`src/rtl/hcv_pkg.sv`:
```
package hcv_pkg;

    typedef enum logic [1:0] {
        PORT_ICR  = 2'd0,
        PORT_CVR  = 2'd1,
        PORT_MBOX = 2'd2
    } port_sel_e;

    typedef enum logic [3:0] {
        S_IDLE,
        S_MBX_RD,
        S_MBX_WR,
        S_ICR_WR,
        S_CVR_WR,
        S_DELAY,
        S_CVR_POLL,
        S_HF5_POLL,
        S_FINISH
    } seq_state_e;

    localparam logic [7:0] ICR_BASE    = 8'h07;
    localparam logic [7:0] ICR_HF0     = 8'h08;
    localparam logic [7:0] ICR_HF1     = 8'h10;
    localparam logic [7:0] CVR_PENDING = 8'h80;

endpackage

```
`src/rtl/hcv_ms_timer.sv`:
```
module hcv_ms_timer #(
    parameter int TICKS_PER_MS = 100000,
    parameter int MS_W         = 8
) (
    input  logic            clk,
    input  logic            rst_n,
    input  logic            clr,
    output logic [MS_W-1:0] ms_count
);
    localparam int PW = (TICKS_PER_MS > 1) ? $clog2(TICKS_PER_MS) : 1;
    localparam logic [PW-1:0] LAST = PW'(TICKS_PER_MS - 1);

    logic [PW-1:0] presc_q;

    always_ff @(posedge clk or negedge rst_n) begin
        if (!rst_n) begin
            presc_q  <= '0;
            ms_count <= '0;
        end else if (clr) begin
            presc_q  <= '0;
            ms_count <= '0;
        end else if (presc_q == LAST) begin
            presc_q  <= '0;
            ms_count <= ms_count + 1'b1;
        end else begin
            presc_q  <= presc_q + 1'b1;
        end
    end
endmodule

```
`src/rtl/hcv_word_builder.sv`:
```
module hcv_word_builder
    import hcv_pkg::*;
#(
    parameter int SHORT_WAIT_MS = 25,
    parameter int LONG_WAIT_MS  = 65,
    parameter int MS_W          = 8
) (
    input  logic [6:0]      vector,
    input  logic            hf0,
    input  logic            hf1,
    input  logic            wait_short,
    input  logic            wait_long,
    input  logic [31:0]     mbox_word,
    output logic [7:0]      icr_byte,
    output logic [7:0]      cvr_byte,
    output logic [31:0]     mbox_clr_word,
    output logic [MS_W-1:0] wait_ms
);
    always_comb begin
        icr_byte = ICR_BASE | (hf0 ? ICR_HF0 : 8'h00) | (hf1 ? ICR_HF1 : 8'h00);
        cvr_byte = CVR_PENDING | {1'b0, vector};
        mbox_clr_word = mbox_word & ~32'h1;
        wait_ms = (wait_short ? MS_W'(SHORT_WAIT_MS) : '0)
                + (wait_long  ? MS_W'(LONG_WAIT_MS)  : '0);
    end
endmodule

```
`src/rtl/hcv_sequencer.sv`:
```
module hcv_sequencer
    import hcv_pkg::*;
#(
    parameter int TICKS_PER_MS  = 100000,
    parameter int SHORT_WAIT_MS = 25,
    parameter int LONG_WAIT_MS  = 65,
    parameter int TIMEOUT_MS    = 200
) (
    input  logic        clk,
    input  logic        rst_n,
    input  logic        start,
    input  logic [6:0]  cmd_vector,
    input  logic        cmd_hf0,
    input  logic        cmd_hf1,
    input  logic        cmd_skip_flags,
    input  logic        cmd_manage_hf5,
    input  logic        cmd_wait_short,
    input  logic        cmd_wait_long,
    output logic        bus_rd,
    output logic        bus_wr,
    output logic [1:0]  bus_sel,
    output logic [31:0] bus_wdata,
    input  logic [31:0] bus_rdata,
    output logic        busy,
    output logic        done,
    output logic        err,
    output logic        err_hf5
);
    localparam int WAIT_SUM = SHORT_WAIT_MS + LONG_WAIT_MS;
    localparam int MS_MAX   = ((WAIT_SUM > TIMEOUT_MS) ? WAIT_SUM : TIMEOUT_MS) + 1;
    localparam int MS_W     = $clog2(MS_MAX + 1);
    localparam logic [MS_W-1:0] TIMEOUT_LIM = MS_W'(TIMEOUT_MS);

    seq_state_e state_q, state_d;

    logic [6:0]  vec_q;
    logic        hf0_q, hf1_q, skip_q, hf5_q, wshort_q, wlong_q;
    logic [31:0] mbox_q;
    logic        fail_q, fail_hf5_q;
    logic        fail_set, fail_hf5_set;

    logic [7:0]      icr_byte, cvr_byte;
    logic [31:0]     mbox_clr_word;
    logic [MS_W-1:0] wait_ms, ms_count;
    logic            tmr_clr, timed;

    hcv_word_builder #(
        .SHORT_WAIT_MS(SHORT_WAIT_MS),
        .LONG_WAIT_MS (LONG_WAIT_MS),
        .MS_W         (MS_W)
    ) u_words (
        .vector       (vec_q),
        .hf0          (hf0_q),
        .hf1          (hf1_q),
        .wait_short   (wshort_q),
        .wait_long    (wlong_q),
        .mbox_word    (mbox_q),
        .icr_byte     (icr_byte),
        .cvr_byte     (cvr_byte),
        .mbox_clr_word(mbox_clr_word),
        .wait_ms      (wait_ms)
    );

    hcv_ms_timer #(
        .TICKS_PER_MS(TICKS_PER_MS),
        .MS_W        (MS_W)
    ) u_timer (
        .clk     (clk),
        .rst_n   (rst_n),
        .clr     (tmr_clr),
        .ms_count(ms_count)
    );

    // State register and captured descriptor
    always_ff @(posedge clk or negedge rst_n) begin
        if (!rst_n) begin
            state_q    <= S_IDLE;
            vec_q      <= '0;
            hf0_q      <= 1'b0;
            hf1_q      <= 1'b0;
            skip_q     <= 1'b0;
            hf5_q      <= 1'b0;
            wshort_q   <= 1'b0;
            wlong_q    <= 1'b0;
            mbox_q     <= '0;
            fail_q     <= 1'b0;
            fail_hf5_q <= 1'b0;
        end else begin
            state_q <= state_d;
            if (state_q == S_IDLE && start) begin
                vec_q      <= cmd_vector;
                hf0_q      <= cmd_hf0;
                hf1_q      <= cmd_hf1;
                skip_q     <= cmd_skip_flags;
                hf5_q      <= cmd_manage_hf5;
                wshort_q   <= cmd_wait_short;
                wlong_q    <= cmd_wait_long;
                fail_q     <= 1'b0;
                fail_hf5_q <= 1'b0;
            end
            if (state_q == S_MBX_RD) mbox_q <= bus_rdata;
            if (fail_set) begin
                fail_q     <= 1'b1;
                fail_hf5_q <= fail_hf5_set;
            end
        end
    end

    // Next state and outputs
    always_comb begin
        state_d      = state_q;
        bus_rd       = 1'b0;
        bus_wr       = 1'b0;
        bus_sel      = PORT_ICR;
        bus_wdata    = '0;
        fail_set     = 1'b0;
        fail_hf5_set = 1'b0;
        timed        = 1'b0;
        unique case (state_q)
            S_IDLE: begin
                if (start) begin
                    if (cmd_manage_hf5)      state_d = S_MBX_RD;
                    else if (cmd_skip_flags) state_d = S_CVR_WR;
                    else                     state_d = S_ICR_WR;
                end
            end
            S_MBX_RD: begin
                bus_rd  = 1'b1;
                bus_sel = PORT_MBOX;
                state_d = S_MBX_WR;
            end
            S_MBX_WR: begin
                bus_wr    = 1'b1;
                bus_sel   = PORT_MBOX;
                bus_wdata = mbox_clr_word;
                state_d   = skip_q ? S_CVR_WR : S_ICR_WR;
            end
            S_ICR_WR: begin
                bus_wr    = 1'b1;
                bus_sel   = PORT_ICR;
                bus_wdata = {24'h0, icr_byte};
                state_d   = S_CVR_WR;
            end
            S_CVR_WR: begin
                bus_wr    = 1'b1;
                bus_sel   = PORT_CVR;
                bus_wdata = {24'h0, cvr_byte};
                state_d   = S_DELAY;
            end
            S_DELAY: begin
                timed = 1'b1;
                if (ms_count == wait_ms) state_d = S_CVR_POLL;
            end
            S_CVR_POLL: begin
                timed   = 1'b1;
                bus_rd  = 1'b1;
                bus_sel = PORT_CVR;
                if (!bus_rdata[7]) begin
                    state_d = hf5_q ? S_HF5_POLL : S_FINISH;
                end else if (ms_count == TIMEOUT_LIM) begin
                    state_d  = S_FINISH;
                    fail_set = 1'b1;
                end
            end
            S_HF5_POLL: begin
                timed   = 1'b1;
                bus_rd  = 1'b1;
                bus_sel = PORT_MBOX;
                if (bus_rdata[0]) begin
                    state_d = S_FINISH;
                end else if (ms_count == TIMEOUT_LIM) begin
                    state_d      = S_FINISH;
                    fail_set     = 1'b1;
                    fail_hf5_set = 1'b1;
                end
            end
            S_FINISH: state_d = S_IDLE;
            default:  state_d = S_IDLE;
        endcase
        tmr_clr = !timed || (state_d != state_q);
        busy    = (state_q != S_IDLE) && (state_q != S_FINISH);
        done    = (state_q == S_FINISH) && !fail_q;
        err     = (state_q == S_FINISH) && fail_q;
        err_hf5 = (state_q == S_FINISH) && fail_q && fail_hf5_q;
    end
endmodule

```
`config.mk`:
```
export PLATFORM = sky130hd
export DESIGN_NAME = hcv_sequencer
export DESIGN_NICKNAME = d
export VERILOG_FILES = /design/src/rtl/hcv_pkg.sv /design/src/rtl/hcv_ms_timer.sv /design/src/rtl/hcv_word_builder.sv /design/src/rtl/hcv_sequencer.sv
export SDC_FILE = /design/constraint.sdc
export NUM_CORES = 1
export LEC_CHECK = 0
export BUFFER_PORTS_ARGS = -buffer_cell sky130_fd_sc_hd__buf_2
export CORE_ASPECT_RATIO = 2
export CORE_MARGIN = 2
export CORE_UTILIZATION = 42
export DETAILED_ROUTE_END_ITERATION = 8
export SETUP_SLACK_MARGIN = 0.05
export SLEW_MARGIN = 20
export SYNTH_ARGS = -nofsm -noshare
export SYNTH_HDL_FRONTEND = slang
export SYNTH_HIERARCHICAL = 1
export SYNTH_SLANG_ARGS = --single-unit
```
`constraint.sdc`:
```
create_clock -name clk -period 3.17 [get_ports clk]
set_clock_uncertainty 0.1 [all_clocks]
set_input_delay 0.1585 -clock clk [delete_from_list [all_inputs] [get_ports clk]]
set_output_delay 0.1585 -clock clk [all_outputs]
set_load 0.005 [all_outputs]
```
### After elaboration in Yosys (flattened, before gate mapping)

Index checks and enable logic that the tools add are counted.

| operators by class | value |
|---|---|
| add/sub/neg operators | 3 |
| reduce and logical (&&, ||, !) cells | 17 |
| multiplexer cells | 31 |
| eq/ne operators | 13 |
| bitwise logic cells | 1 |

Operator list:

| operator | count |
|---|---|
| $pmux 32 s3 | 1 |
| $mux 17 | 2 |
| $pmux 4 s8 | 1 |
| $mux 4 | 7 |
| $add 17x1->17 const B | 1 |
| $eq 17x17->1 const B | 1 |
| $eq 4x3->1 const B | 4 |
| $mux 8 | 2 |
| $reduce_or 3->1 | 4 |
| $mux 1 | 10 |
| $mux 5 | 2 |
| $mux 3 | 3 |
| $add 5x7->8 | 1 |
| $add 8x1->8 const B | 1 |
| $eq 4x2->1 const B | 2 |
| $eq 8x8->1 | 1 |
| $eq 8x8->1 const B | 1 |
| $or 8x8->8 | 1 |
| $mux 7 | 1 |
| $logic_and 1x1->1 | 5 |
| $eq 4x1->1 const B | 1 |
| $eq 4x4->1 const B | 1 |
| $logic_not 4->1 | 1 |
| $ne 4x4->1 | 1 |
| other kinds (8) | 10 |

| word-level totals | value |
|---|---|
| logic and storage cells | 78 |
| output and inout port bits | 40 |
| flip-flop bits (word level) | 76 |
| input bits | 48 |

### Logic depth before layout (Yosys ltp)

Gate-level depths: netlist of run 1.

| logic depth | value |
|---|---|
| word-level depth | 8 |
| gate-level depth with buffers | 11 |
| depth with buffers taken out | 8 |

### Cells and area by module

The synthesis of run 1 kept the hierarchy.

Modules (own cells, without submodules):

| module | cells each | seq. area each (um^2) | instances | area an instance (um^2) |
|---|---|---|---|---|
| hcv_sequencer | 249 | 1276.2 | 1 | 2581.2 |
| hcv_ms_timer | 133 | 625.6 | 1 | 1310.0 |
| hcv_word_builder | 57 | 0.0 | 1 | 425.4 |

### Worst setup path before layout of run 1

OpenSTA, ideal clock, no wires.

| timing path | value |
|---|---|
| path kind | reg-to-reg |
| start point | reg u_timer.ms_count[1] |
| end point | reg u_timer.presc_q[10] |
| slack | 411 ps |
| stages on the path, launching flop included | 10 |
| clock period less this slack | 2759 ps |
| path buffers | 2 |
| setup time | 121 ps |
| data required time | 2949 ps |
| arrival time | 2537 ps |
| cell sequence | dfrtp_1 or4b_4 or4_4 a22oi_4 a31oi_1 o21ai_1 clkbuf_1 o21bai_2 buf_2 nor2_1 |

| between the ends | value |
|---|---|
| longest elaborated chain between the ends | 7 |
| elaborated cells between the ends (all ways) | 10 |
| those cells by class | eq/ne: 3; mux: 6; reduce/logical: 1 |

Ends and longest elaborated chain:

| item | RTL line | RTL |
|---|---|---|
| start: declaration | hcv_ms_timer.sv:8 | `output logic [MS_W-1:0] ms_count` |
| start signal: assignment | hcv_ms_timer.sv:24 | `ms_count <= ms_count + 1'b1;` |
| $eq 8x8->1 | hcv_sequencer.sv:160, hcv_sequencer.sv:171 |  |
| $mux 4 | hcv_sequencer.sv:160, hcv_sequencer.sv:171 |  |
| $mux 4 (on tied branches) | hcv_sequencer.sv:169, hcv_sequencer.sv:158 |  |
| $pmux 4 s8 (*) | hcv_sequencer.sv:119 | `unique case (state_q)` |
| $ne 4x4->1 (*) | hcv_sequencer.sv:180 | `tmr_clr = !timed \|\| (state_d != state_q);` |
| $logic_or 1x1->1 (*) | hcv_sequencer.sv:180 |  |
| net tmr_clr | hcv_sequencer.sv:45 | `logic tmr_clr, timed;` |
| $mux 17 (*) | hcv_ms_timer.sv:19 | `end else if (clr) begin` |
| end signal: assignment | hcv_ms_timer.sv:26 | `presc_q <= presc_q + 1'b1;` |
| end: declaration | hcv_ms_timer.sv:13 | `logic [PW-1:0] presc_q;` |

The timed path passes the listed nets; every way through them passes the cells marked *.
A chain may end at the register's enable or synchronous reset.

### Worst setup path after layout of run 1

| timing path | value |
|---|---|
| start point | reg u_timer.ms_count[1] |
| end point | reg u_timer.presc_q[16] |

Same word-level chain as after synthesis.

==> run_results.csv, run 1 <==
group,metric,value,unit
floorplan,die_area,11100,um2
route,routed_via_density,5.03,
global_route,global_route.usage.met3,0.0418,
finish,layout-drive-gt1-share,0.300,
route,routed_wl,9.53,mm
finish,final_cells,662,
place,dp.cells,604,
finish,fillerInstances,956,
clock_tree,clock-sinks,75,
clock_tree,postCtsSetupRepairBufs,0,
power_and_ir_drop,p_leak,2.43,nW
worst_setup_path,endpoint_kind,"flop",
global_route,grt_pass1_vias,3486,
worst_setup_path,setup.worst_path.class,"reg2reg",
global_route,gr-max-usage-layer,"met2",
logic_synthesis,synth.avg_cell_area,9.79,um2
sta,rsz0062_at_grt,"false",
power_and_ir_drop,vdd_drop_max,0.408,mV
clock_tree,post_cts_resize_count,0,
worst_hold_path,hold_path.class,"in2reg",
global_route,grt_max_degree,76,
global_route,number_of_antenna_violations_at_the_first_check_in_global_routing,0,
global_route,gr-usage-all-layers,0.182,
sta,hold_ws,0.0451,ns
clock_tree,cts-root-to-sink-buffers,2,
finish,mostFrequentLayoutCell,"buf_2",
sta,total_neg_setup_slack,0,ns
route,initialDrtViolationCount,188,
place,port_buffers,87,
route,drc_errors,0,
worst_setup_path,timing.critical_path.arrival,2.86,ns
clock_tree,cts_buffers,9,
place,gp_routability_congestion,0.871,
worst_setup_path,crit_fanout,16,
global_route,overflow,0,
sta,setup_viol_count_final,0,
logic_synthesis,synthesis.area,4280,um2
sta,relSlewSlack,0.374,
logic_synthesis,ys_warn_count,6,
sta,post-route-period-util,0.856,
route,vias_post_dr,3327,
clock_tree,clk_transition_reported_paths,0.06,ns
floorplan,die_height,147,um
power_and_ir_drop,pwr_density,768,nW/um2
floorplan,rows,52,
global_route,globalRouteMet1Util,0.174,
clock_tree,ctsHoldBuffers,42,
run_status,status,"completed",
global_route,met2_usage,0.341,
finish,final_cell_mix,"buf_2, dfrtp_1, nand2_1",
floorplan,pin_count,88,
finish,seqCellArea,1880,um2
clock_tree,cts_max_level,3,
finish,num-nets-final,573,
sta,worst_pin_slew,0.940,ns
floorplan,effective_utilization_at_floorplan,0.427,
logic_synthesis,syn-instance-count,437,
route,routed_wire_length_per_instance,14.4,um
worst_setup_path,timing.critical_path.required,3.32,ns
route,detailedRoute.firstPassIterationCount,7,
global_route,grt_pass1_wl,15.5,mm
clock_tree,cts_root_buf,"clkbuf_16",
sta,max_clock_freq,369,MHz
route,antenna_left,0,
sta,layout_min_cycle_time,2.71,ns
finish,diodes,0,
place,dpl.hpwl,6.87,mm
flow_run,cap_violations,0,
floorplan,die_span_x,75.4,um
finish,area.growth.synth_to_final,23.4,%
clock_tree,cts_tree,"built",
worst_setup_path,critPathLaunchType,"flop",
finish,multi_input_area,1920,um2
sta,report.final.slew_viol_count,0,
sta,hold_violations,0,
clock_tree,clock_latency,0.33,ns
floorplan,floorplan_core_area,10000,um2
finish,postLayoutCoreUtil,0.527,
[where the power goes]
| group | switching, W | internal, W | total [W] |
|---|---|---|---|
| combinational | 0.000751 | 0.000745 | 0.00150 |
| sequential | 0.000168 | 0.00127 | 0.00144 |
| clock | 0.000387 | 0.000734 | 0.00112 |
[through the flow]
step / power (W) / worst slack, ns / instance area, um2
floorplan: 0.00279 / 0.411 / 4310
global placement: 0.00287 / 0.450 / 4520
detailed placement: 0.00292 / 0.391 / 4520
CTS: 0.00410 / 0.331 / 5280
global route: 0.00434 / 0.283 / 5280
finish: 0.00406 / 0.458 / 5280
[flip-flops by register name (all words and copies together), names as in the netlist]
signal,flops
hf0_q,1
mbox_q,31
u_timer/presc_q,17
hf1_q,1
wlong_q,1
skip_q,1
vec_q,7
fail_hf5_q,1
hf5_q,1
fail_q,1
state_q,4
wshort_q,1
u_timer/ms_count,8
[metal layers]
metal	up-vias	routed length [um]	share of wire
met2	88	5490	0.58
met3	16	395	0.041
met5	-	0	0
met1	1610	3380	0.36
met4	0	256	0.027
li1	1613	-	-
[final cells by class]
class / count / area share
clock buffer: 11 / 0.0478
sequential: 75 / 0.355
multi-input combinational: 284 / 0.364
inverter: 14 / 0.00995
tap: 135 / 0.0320
clock inverter: 5 / 0.0161
timing repair buffer: 138 / 0.175
[final timing paths]
check | start | to | slack, ns | depth (start not counted)
worst min-delay path | cmd_skip_flags | state_q[1] | 0.05 | 2
worst max-delay path | u_timer/ms_count[1] | u_timer/presc_q[16] | 0.46 | 7
min in group asynchronous | rst_n | mbox_q[29] | 0.40 | 2
max in group asynchronous | rst_n | mbox_q[15] | 1.95 | 2
worst max register to register | u_timer/ms_count[1] | u_timer/presc_q[16] | 0.46 | 7
worst min register to register | vec_q[4] | vec_q[4] | 0.38 | 2
[critical path: stages (launching register included)]
cell and delay [ns]:
dfrtp_1 0.43, or4b_4 0.56, or4_4 0.45, a22oi_4 0.19
and4_1 0.22, o21ai_1 0.09, o21bai_2 0.38, a21oi_1 0.21
Note: power is estimated with default switching activity, not from simulation.
==> run 2, diff against run 1 <==
- CTS_CLUSTER_DIAMETER: unset -> 30
- MAX_ROUTING_LAYER: unset -> met4
==> run_results.csv, run 2 (synthesis results as in run 1) <==
group,metric,value,unit
route,initialDrtViolationCount,197,
floorplan,pin_count,88,
clock_tree,cts_buffers,9,
finish,final_cell_mix,"buf_2, dfrtp_1, nand2_1",
clock_tree,ctsHoldBuffers,42,
route,detailedRoute.firstPassIterationCount,7,
floorplan,die_area,11100,um2
worst_hold_path,hold_path.class,"in2reg",
worst_setup_path,endpoint_kind,"flop",
sta,hold_violations,0,
clock_tree,clock-sinks,75,
sta,max_clock_freq,369,MHz
global_route,grt_max_degree,76,
clock_tree,cts_root_buf,"clkbuf_16",
finish,largest_register_ff_count,31,
finish,area.growth.synth_to_final,23.4,%
sta,setup_viol_count_final,0,
sta,worst_slack,0.463,ns
finish,diodes,0,
clock_tree,cts_max_level,3,
sta,total_neg_setup_slack,0,ns
sta,report.final.slew_viol_count,0,
place,port_buffers,87,
sta,rsz0062_at_grt,"false",
clock_tree,clk_transition_reported_paths,0.06,ns
global_route,grt_pass1_vias,3500,
finish,largest_register,"mbox_q",
route,antenna_left,0,
clock_tree,cts_tree,"built",
route,routed_wl,9.51,mm
floorplan,die_span_x,75.4,um
power_and_ir_drop,vdd_drop_max,0.408,mV
power_and_ir_drop,pwr_density,768,nW/um2
sta,relSlewSlack,0.366,
run_status,status,"completed",
place,gp_routability_congestion,0.885,
worst_setup_path,timing.critical_path.arrival,2.85,ns
floorplan,die_height,147,um
clock_tree,postCtsSetupRepairBufs,0,
floorplan,rows,52,
clock_tree,post_cts_resize_count,0,
clock_tree,clock_latency,0.33,ns
floorplan,effective_utilization_at_floorplan,0.427,
sta,post-route-period-util,0.854,
sta,worst_pin_slew,0.951,ns
floorplan,floorplan_core_area,10000,um2
global_route,overflow,0,
finish,layout-drive-gt1-share,0.300,
finish,regs_by_ff_count,"mbox_q: 31 flops, u_timer/presc_q: 17 flops, u_timer/ms_count: 8 flops",
worst_setup_path,setup.worst_path.class,"reg2reg",
finish,mostFrequentLayoutCell,"buf_2",
global_route,gr-usage-all-layers,0.187,
worst_setup_path,crit_fanout,16,
route,vias_post_dr,3340,
global_route,number_of_antenna_violations_at_the_first_check_in_global_routing,0,
route,routed_wire_length_per_instance,14.4,um
finish,num-nets-final,573,
power_and_ir_drop,p_leak,2.43,nW
worst_setup_path,critPathLaunchType,"flop",
route,routed_via_density,5.05,
route,drc_errors,0,
clock_tree,cts-root-to-sink-buffers,2,
flow_run,cap_violations,0,
worst_setup_path,timing.critical_path.required,3.32,ns
sta,layout_min_cycle_time,2.71,ns
global_route,grt_pass1_wl,15.5,mm
place,dpl.hpwl,6.87,mm
place,place_ws,0.391,ns
[run 2: cell counts in the layout (fill, tap and decap cells not counted)]
No cell type changed its count.
[run 2: layout make-up]
type / instances / area (um2)
fillers: 956 / 4740
clock buffers: 11 / 253
inverters: 14 / 52.6
flip-flops and latches: 75 / 1880
clock inverters: 5 / 85.1
repair buffers: 138 / 926
well taps: 135 / 169
multi-input cells: 284 / 1920
[run 2: per-stage QoR]
step / cell area [um2] / hold slack, ns / power [W] / util / cells
2_1_floorplan: 4310 / -0.237 / 0.00279 / - / 446
3_3_place_gp: 4520 / 0.257 / 0.00287 / 0.451 / 604
3_5_place_dp: 4520 / 0.258 / 0.00292 / 0.451 / 604
4_1_cts: 5280 / 0.0272 / 0.00410 / 0.527 / 662
5_1_grt: 5280 / 0.0459 / 0.00433 / 0.527 / 662
6_report: 5280 / 0.0487 / 0.00406 / 0.527 / 662
[run 2: where the power goes]
group / switching, W / internal [W]
logic: 0.000748 / 0.000745
registers: 0.000169 / 0.00127
clock network: 0.000385 / 0.000734
[run 2: critical path, cell delays in order, from the launching register on]
cell,delay [ns]
dfrtp_1,0.43
or4b_4,0.56
or4_4,0.45
a22oi_4,0.19
and4_1,0.22
o21ai_1,0.09
o21bai_2,0.38
a21oi_1,0.21
[run 2: routing by layer]
metal | global-route usage | vias up | share of wire
li1 | - | 1614 | -
met1 | 0.176 | 1624 | 0.36
met2 | 0.340 | 83 | 0.57
met3 | 0.0377 | 19 | 0.042
met4 | 0.0921 | 0 | 0.028
met5 | - | - | 0
[run 2: worst paths after layout]
check	slack (ns)	cells past startpoint	to	startpoint
worst max-delay path	0.46	7	u_timer/presc_q[16]	u_timer/ms_count[1]
worst min-delay path	0.05	2	state_q[1]	cmd_skip_flags
worst max register to register	0.46	7	u_timer/presc_q[16]	u_timer/ms_count[1]
worst min register to register	0.38	2	vec_q[4]	vec_q[4]
max in group asynchronous	1.93	2	mbox_q[15]	rst_n
min in group asynchronous	0.40	2	mbox_q[29]	rst_n
